**src/rtl/fpcsr_pkg.sv**
```systemverilog
// Shared sizes and encodings for the floating-point control/status pair.
// Assumes a 32-bit register file view and five exception flags.
package fpcsr_pkg;
    parameter int CSR_W    = 32;  // register width
    parameter int FLAG_N   = 5;   // number of exception flags
    parameter int FLAG_LSB = 7;   // status bit of the first flag
    parameter int CTL_KEEP = 7;   // control bits kept in standard mode
    parameter int MBZ_LSB  = 12;  // lowest must-be-zero bit
    parameter int RM_W     = 2;   // rounding-mode field width

    typedef enum logic [RM_W-1:0] {
        RND_NEAREST_EVEN = 2'd0,
        RND_TOWARD_ZERO  = 2'd1,
        RND_TOWARD_POS   = 2'd2,
        RND_TOWARD_NEG   = 2'd3
    } fp_round_e;

    typedef enum int {
        FLG_INEXACT   = 0,
        FLG_UNDERFLOW = 1,
        FLG_OVERFLOW  = 2,
        FLG_DIVZERO   = 3,
        FLG_INVALID   = 4
    } fp_flag_idx_e;
endpackage

```
**src/rtl/fpcsr_ctl_reg.sv**
```systemverilog
// Control register: stores masked write data and exposes the rounding mode.
// Assumes legacy_mode is stable around a write; mask chosen per write.
module fpcsr_ctl_reg
    import fpcsr_pkg::*;
#(
    parameter int DW    = CSR_W,
    parameter int KEEP  = CTL_KEEP,
    parameter int F_LSB = FLAG_LSB,
    parameter int F_N   = FLAG_N,
    parameter int RW    = RM_W
) (
    input  logic          clk,
    input  logic          rst_n,
    input  logic          legacy_mode,
    input  logic          we,
    input  logic [DW-1:0] wdata,
    output logic [DW-1:0] q,
    output fp_round_e     rm
);
    localparam int F_MSB = F_LSB + F_N - 1;

    logic [DW-1:0] std_mask;
    logic [DW-1:0] leg_mask;

    // Build both write masks bit by bit from the field parameters.
    for (genvar i = 0; i < DW; i++) begin : g_mask
        assign std_mask[i] = (i < KEEP) ? 1'b1 : 1'b0;
        assign leg_mask[i] = (i >= F_LSB && i <= F_MSB) ? 1'b0 : 1'b1;
    end

    // Register update: masked write, cleared by reset.
    always_ff @(posedge clk) begin
        if (!rst_n)
            q <= '0;
        else if (we)
            q <= wdata & (legacy_mode ? leg_mask : std_mask);
    end

    // Decode the rounding field into the shared enum.
    always_comb rm = fp_round_e'(q[RW-1:0]);
endmodule

```
**src/rtl/fpcsr_sts_reg.sv**
```systemverilog
// Status register: five sticky flags, written by software, ORed by datapath.
// Assumes datapath flags are only meaningful while their strobe is high.
module fpcsr_sts_reg
    import fpcsr_pkg::*;
#(
    parameter int DW    = CSR_W,
    parameter int F_LSB = FLAG_LSB,
    parameter int F_N   = FLAG_N
) (
    input  logic           clk,
    input  logic           rst_n,
    input  logic           we,
    input  logic [DW-1:0]  wdata,
    input  logic           dp_valid,
    input  logic [F_N-1:0] dp_flags,
    output logic [F_N-1:0] flags_q,
    output logic [DW-1:0]  rdata
);
    logic [F_N-1:0] base;
    logic [F_N-1:0] merge;

    // Pick written or held flags, then OR in any valid datapath flags.
    always_comb begin
        base  = we ? wdata[F_LSB +: F_N] : flags_q;
        merge = dp_valid ? dp_flags : '0;
    end

    // Sticky flag storage.
    always_ff @(posedge clk) begin
        if (!rst_n)
            flags_q <= '0;
        else
            flags_q <= base | merge;
    end

    // Place flags at their register position, zero elsewhere.
    always_comb begin
        rdata = '0;
        rdata[F_LSB +: F_N] = flags_q;
    end
endmodule

```
**src/rtl/fpcsr_mbz_check.sv**
```systemverilog
// Must-be-zero monitor: registers a one-cycle pulse for a standard-mode
// write to either register that sets any bit at or above MBZ_BIT.
module fpcsr_mbz_check
    import fpcsr_pkg::*;
#(
    parameter int DW      = CSR_W,
    parameter int MBZ_BIT = MBZ_LSB
) (
    input  logic          clk,
    input  logic          rst_n,
    input  logic          legacy_mode,
    input  logic          ctl_we,
    input  logic [DW-1:0] ctl_wdata,
    input  logic          sts_we,
    input  logic [DW-1:0] sts_wdata,
    output logic          err
);
    logic ctl_hit;
    logic sts_hit;

    // Detect nonzero reserved field on each strobed write.
    always_comb begin
        ctl_hit = ctl_we && (|ctl_wdata[DW-1:MBZ_BIT]);
        sts_hit = sts_we && (|sts_wdata[DW-1:MBZ_BIT]);
    end

    // Register the pulse; compatibility mode never reports.
    always_ff @(posedge clk) begin
        if (!rst_n)
            err <= 1'b0;
        else
            err <= !legacy_mode && (ctl_hit || sts_hit);
    end
endmodule

```
**src/rtl/fpcsr_top.sv**
```systemverilog
// Floating-point control/status register pair top level.
// Connects control storage, sticky status storage and the reserved-bit monitor.
module fpcsr_top
    import fpcsr_pkg::*;
#(
    parameter int DW  = CSR_W,
    parameter int FN  = FLAG_N,
    parameter int RW  = RM_W
) (
    input  logic          clk,
    input  logic          rst_n,
    input  logic          legacy_mode,
    input  logic          ctl_we,
    input  logic [DW-1:0] ctl_wdata,
    output logic [DW-1:0] ctl_rdata,
    input  logic          sts_we,
    input  logic [DW-1:0] sts_wdata,
    output logic [DW-1:0] sts_rdata,
    input  logic          dp_flag_valid,
    input  logic [FN-1:0] dp_flags,
    output logic [RW-1:0] round_mode,
    output logic [FN-1:0] flags,
    output logic          mbz_violation
);
    fp_round_e rm_e;

    fpcsr_ctl_reg #(.DW(DW), .KEEP(CTL_KEEP), .F_LSB(FLAG_LSB), .F_N(FN), .RW(RW)) u_ctl (
        .clk(clk), .rst_n(rst_n), .legacy_mode(legacy_mode),
        .we(ctl_we), .wdata(ctl_wdata), .q(ctl_rdata), .rm(rm_e)
    );

    fpcsr_sts_reg #(.DW(DW), .F_LSB(FLAG_LSB), .F_N(FN)) u_sts (
        .clk(clk), .rst_n(rst_n), .we(sts_we), .wdata(sts_wdata),
        .dp_valid(dp_flag_valid), .dp_flags(dp_flags),
        .flags_q(flags), .rdata(sts_rdata)
    );

    fpcsr_mbz_check #(.DW(DW), .MBZ_BIT(MBZ_LSB)) u_mbz (
        .clk(clk), .rst_n(rst_n), .legacy_mode(legacy_mode),
        .ctl_we(ctl_we), .ctl_wdata(ctl_wdata),
        .sts_we(sts_we), .sts_wdata(sts_wdata), .err(mbz_violation)
    );

    // Export the rounding mode as a plain vector.
    always_comb round_mode = RW'(rm_e);
endmodule

```
**config.mk**
```make
export PLATFORM = sky130hd
export DESIGN_NAME = fpcsr_top
export DESIGN_NICKNAME = d
export VERILOG_FILES = /design/src/rtl/fpcsr_pkg.sv /design/src/rtl/fpcsr_ctl_reg.sv /design/src/rtl/fpcsr_sts_reg.sv /design/src/rtl/fpcsr_mbz_check.sv /design/src/rtl/fpcsr_top.sv
export SDC_FILE = /design/constraint.sdc
export NUM_CORES = 1
export LEC_CHECK = 0
export ABC_AREA = 1
export BUFFER_PORTS_ARGS = -buffer_cell sky130_fd_sc_hd__buf_4
export CORE_UTILIZATION = 25
export CTS_CLUSTER_DIAMETER = 40
export CTS_CLUSTER_SIZE = 16
export DETAILED_ROUTE_END_ITERATION = 8
export PLACE_DENSITY = 0.51
export SLEW_MARGIN = 0
export SYNTH_ARGS = -nofsm -noshare
export SYNTH_HDL_FRONTEND = slang
export SYNTH_SLANG_ARGS = --single-unit
```
**constraint.sdc**
```tcl
create_clock -name clk -period 0.85 [get_ports clk]
set_input_delay 0.085 -clock clk [delete_from_list [all_inputs] [get_ports clk]]
set_output_delay 0.085 -clock clk [all_outputs]
set_load 0.01 [all_outputs]
```
==> flow_summary_export.csv <==
group,metric,value,unit
grt,antenna_found_initial,0,
setup_path,timing.rr.end,"u_sts.flags_q[3]$_SDFF_PN0_",
worst_hold_path,hold_class,"input pin to flop",
cts,htreeDepth,2,
setup_path,cp-start-kind,"flop",
die,fp-row-count,31,
cts,cts_hold_repair.buffers,0,
setup_path,cp_cell_sequence,"buf_6",
die,design.core.area,0.00729,mm^2
die,die_w,89.0,um
cts,numCtsBuffers,5,
setup_path,worst_path_largest_cell_delay,360,ps
sta,post-route-min-period,829,ps
sta,fmax,1.21,GHz
detailed_routing,met2_wirelength,2290,um
cells_and_area,layout_common_cells,"buf_4, nand2_1, nor2_1",
power_and_ir_drop,p_leak,1.31,nW
synthesis,synth_top_cell_by_area,"dfxtp_1",
setup_path,cp-end-kind,"output port",
setup_path,ff2ff_path_depth,4,
placement,dp_hpwl,3640,um
grt,grt_pass1_vias,1582,
cts,clock_sinks,33,
sta,drv_slew,0,
worst_hold_path,min_path_cells,3,
detailed_routing,drc_errors,0,
die,design.portCount,147,
detailed_routing,drt_pass1_iterations,4,
die,dieArea,0.00792,mm^2
grt,grt_pass1_wl,7420,um
run,cap_violations,0,
placement,portBuffers,102,
cells_and_area,n_antenna_cell,0,
cts,cts_setup_buffers,0,
run_status,status,"finished, final reports clean",
detailed_routing,drt-initial-drc-count,29,
detailed_routing,dr_wl_met3,453,um
setup_path,worstReg2RegStart,"u_sts.flags_q[3]$_SDFF_PN0_",
cts,clkLatencyLatePin,280,ps
setup_path,worst-path-buf-inv,1,
cells_and_area,layout_commonest_cell,"buf_4",
cts,tritoncts,"yes",
worst_hold_path,hp-start,"ctl_wdata[3]",
synthesis,postSynthCellCount,235,
synthesis,synth_cell_types,20,
synthesis,ys_warn_count,0,
sta,finalSetupViolations,0,
setup_path,cp_top_family,"flip-flops",
sta,finalHoldViolCount,0,
synthesis,ys_top_cells_by_area,"dfxtp_1, buf_4, nand3_2",
detailed_routing,viasPerCell,3.97,
detailed_routing,vias,1733,
power_and_ir_drop,cellPowerDensity,1340,mW/mm^2
placement,dp_cells,429,
synthesis,yosys.area.top_type_share,34.9,%
cells_and_area,syn2layout_area_growth,50.7,%
cells_and_area,layout.cells.non_filler,436,
sta,rsz0062_at_grt,"yes",
placement,gp_congestion,0.690,
sta,period_share,97.5,%
power_and_ir_drop,ir_drop,0.570,mV
cts,path_clk_slew,70,ps
synthesis,synth_area,0.00189,mm^2
sta,finalClockSkew,0,ps
setup_path,arrival,740,ps
grt,track_usage,12.4,%
setup_path,rrSetupSlack,200,ps
cells_and_area,drive_above_1_share,57.0,%
worst_hold_path,hold_end,"u_ctl.q[3]$_SDFFE_PN0P_",
detailed_routing,routed_wl,4840,um
cells_and_area,fill_cells,763,
die,die_h,89.0,um
grt,grt-ovfl-total,0,
cts,clock_path_buffers,2,
setup_path,cp_slowest_cell,"dfxtp_2",
cells_and_area,nets,412,
synthesis,synth.avg_cell_area,8.05,um^2
power_and_ir_drop,power,3.82,mW
detailed_routing,wl_per_cell,11.1,um
grt,grt_max_degree,22,
cts,post_cts_resize_count,10,
detailed_routing,antenna_left,0,
synthesis,ys_ff_latch,33,
cts,root_buffer,"clkbuf_8",
setup_path,cp_max_fo,3,
setup_path,worstSetupPathType,"flop to output port",
detailed_routing,topRoutingLayerUsed,"met4",
synthesis,synth-seq-area-share,34.9,%
setup_path,cp.required,760,ps
detailed_routing,wl_met1,2050,um
die,initial_utilization,25.9,%
==> worst max-delay path by stage <==
stage,depth (start not counted),slack (ps),start,end
2_1_floorplan,5,180,ctl_wdata[29],u_mbz.err$_SDFF_PN0_
3_3_place_gp,6,-40,ctl_wdata[29],u_mbz.err$_SDFF_PN0_
3_5_place_dp,6,-20,ctl_wdata[29],u_mbz.err$_SDFF_PN0_
4_1_cts,1,0.8,u_ctl.q[28]$_SDFFE_PN0P_,ctl_rdata[28]
5_1_grt,1,-20,u_ctl.q[0]$_SDFFE_PN0P_,ctl_rdata[0]
6_report,1,20,u_sts.flags_q[0]$_SDFF_PN0_,sts_rdata[7]
==> stage by stage <==
| step | setup WS, ps | instance area, um^2 | util (%) | hold WS, ps | TNS [ps] |
|---|---|---|---|---|---|
| floorplan | 178 | 2010 | - | 220 | 0 |
| global placement | -38.3 | 2630 | 36.1 | 311 | -38.3 |
| detailed placement | -17.0 | 2630 | 36.1 | 313 | -17.0 |
| CTS | 0.764 | 2730 | 37.4 | 13.6 | 0 |
| global route | -24.5 | 2850 | 39.1 | 8.96 | -139 |
| finish | 21.5 | 2850 | 39.1 | 23.5 | 0 |
==> cells in the mapped netlist <==
| library cell | n |
|---|---|
| a21oi_2 | 20 |
| a21oi_1 | 1 |
| buf_4 | 41 |
| nand2_1 | 50 |
| inv_2 | 1 |
| inv_1 | 6 |
| buf_6 | 1 |
| nand3b_1 | 1 |
| buf_2 | 3 |
| a31oi_1 | 1 |
| o21ai_0 | 7 |
| nor2_1 | 37 |
| nand3_2 | 20 |
| or2_1 | 2 |
| buf_12 | 2 |
| nand3_1 | 5 |
| conb_1 | 1 |
| or2_2 | 1 |
| dfxtp_1 | 33 |
| clkbuf_8 | 2 |
==> where the power goes <==
part	leakage [nW]	total, mW	internal, mW	switching (mW)
Clock	0.0443	1.21	0.643	0.564
Combinational	0.986	0.915	0.491	0.424
Sequential	0.283	1.70	1.64	0.0567
==> final cells by class <==
cell class / count / area [um^2] / share of cell area, %
multi-input cells: 177 / 920 / 32.3
clock buffers: 7 / 86.3 / 3.03
inverters: 7 / 26.3 / 0.921
flip-flops and latches: 33 / 699 / 24.5
repair buffers: 113 / 996 / 34.9
well taps: 99 / 124 / 4.34
==> metal layers <==
metal / global-route usage (%) / vias to the layer above
met5: 0 / -
li1: - / 879
met1: 14.5 / 767
met2: 21.5 / 83
met3: 4.06 / 4
met4: 3.75 / 0
==> flip-flops by register name (all words and copies together) (netlist names) <==
register,count
u_sts.flags_q,5
u_ctl.q,27
u_mbz.err,1
==> cell families after synthesis <==
group	after synthesis	share of synthesized area (%)
other	1	0.198
buffers and inverters	56	22.6
AND/OR/NAND/NOR	116	30.6
flip-flops	33	34.9
AO/OA/AOI/OAI	29	11.7
Power figures use the tool's default switching activity.
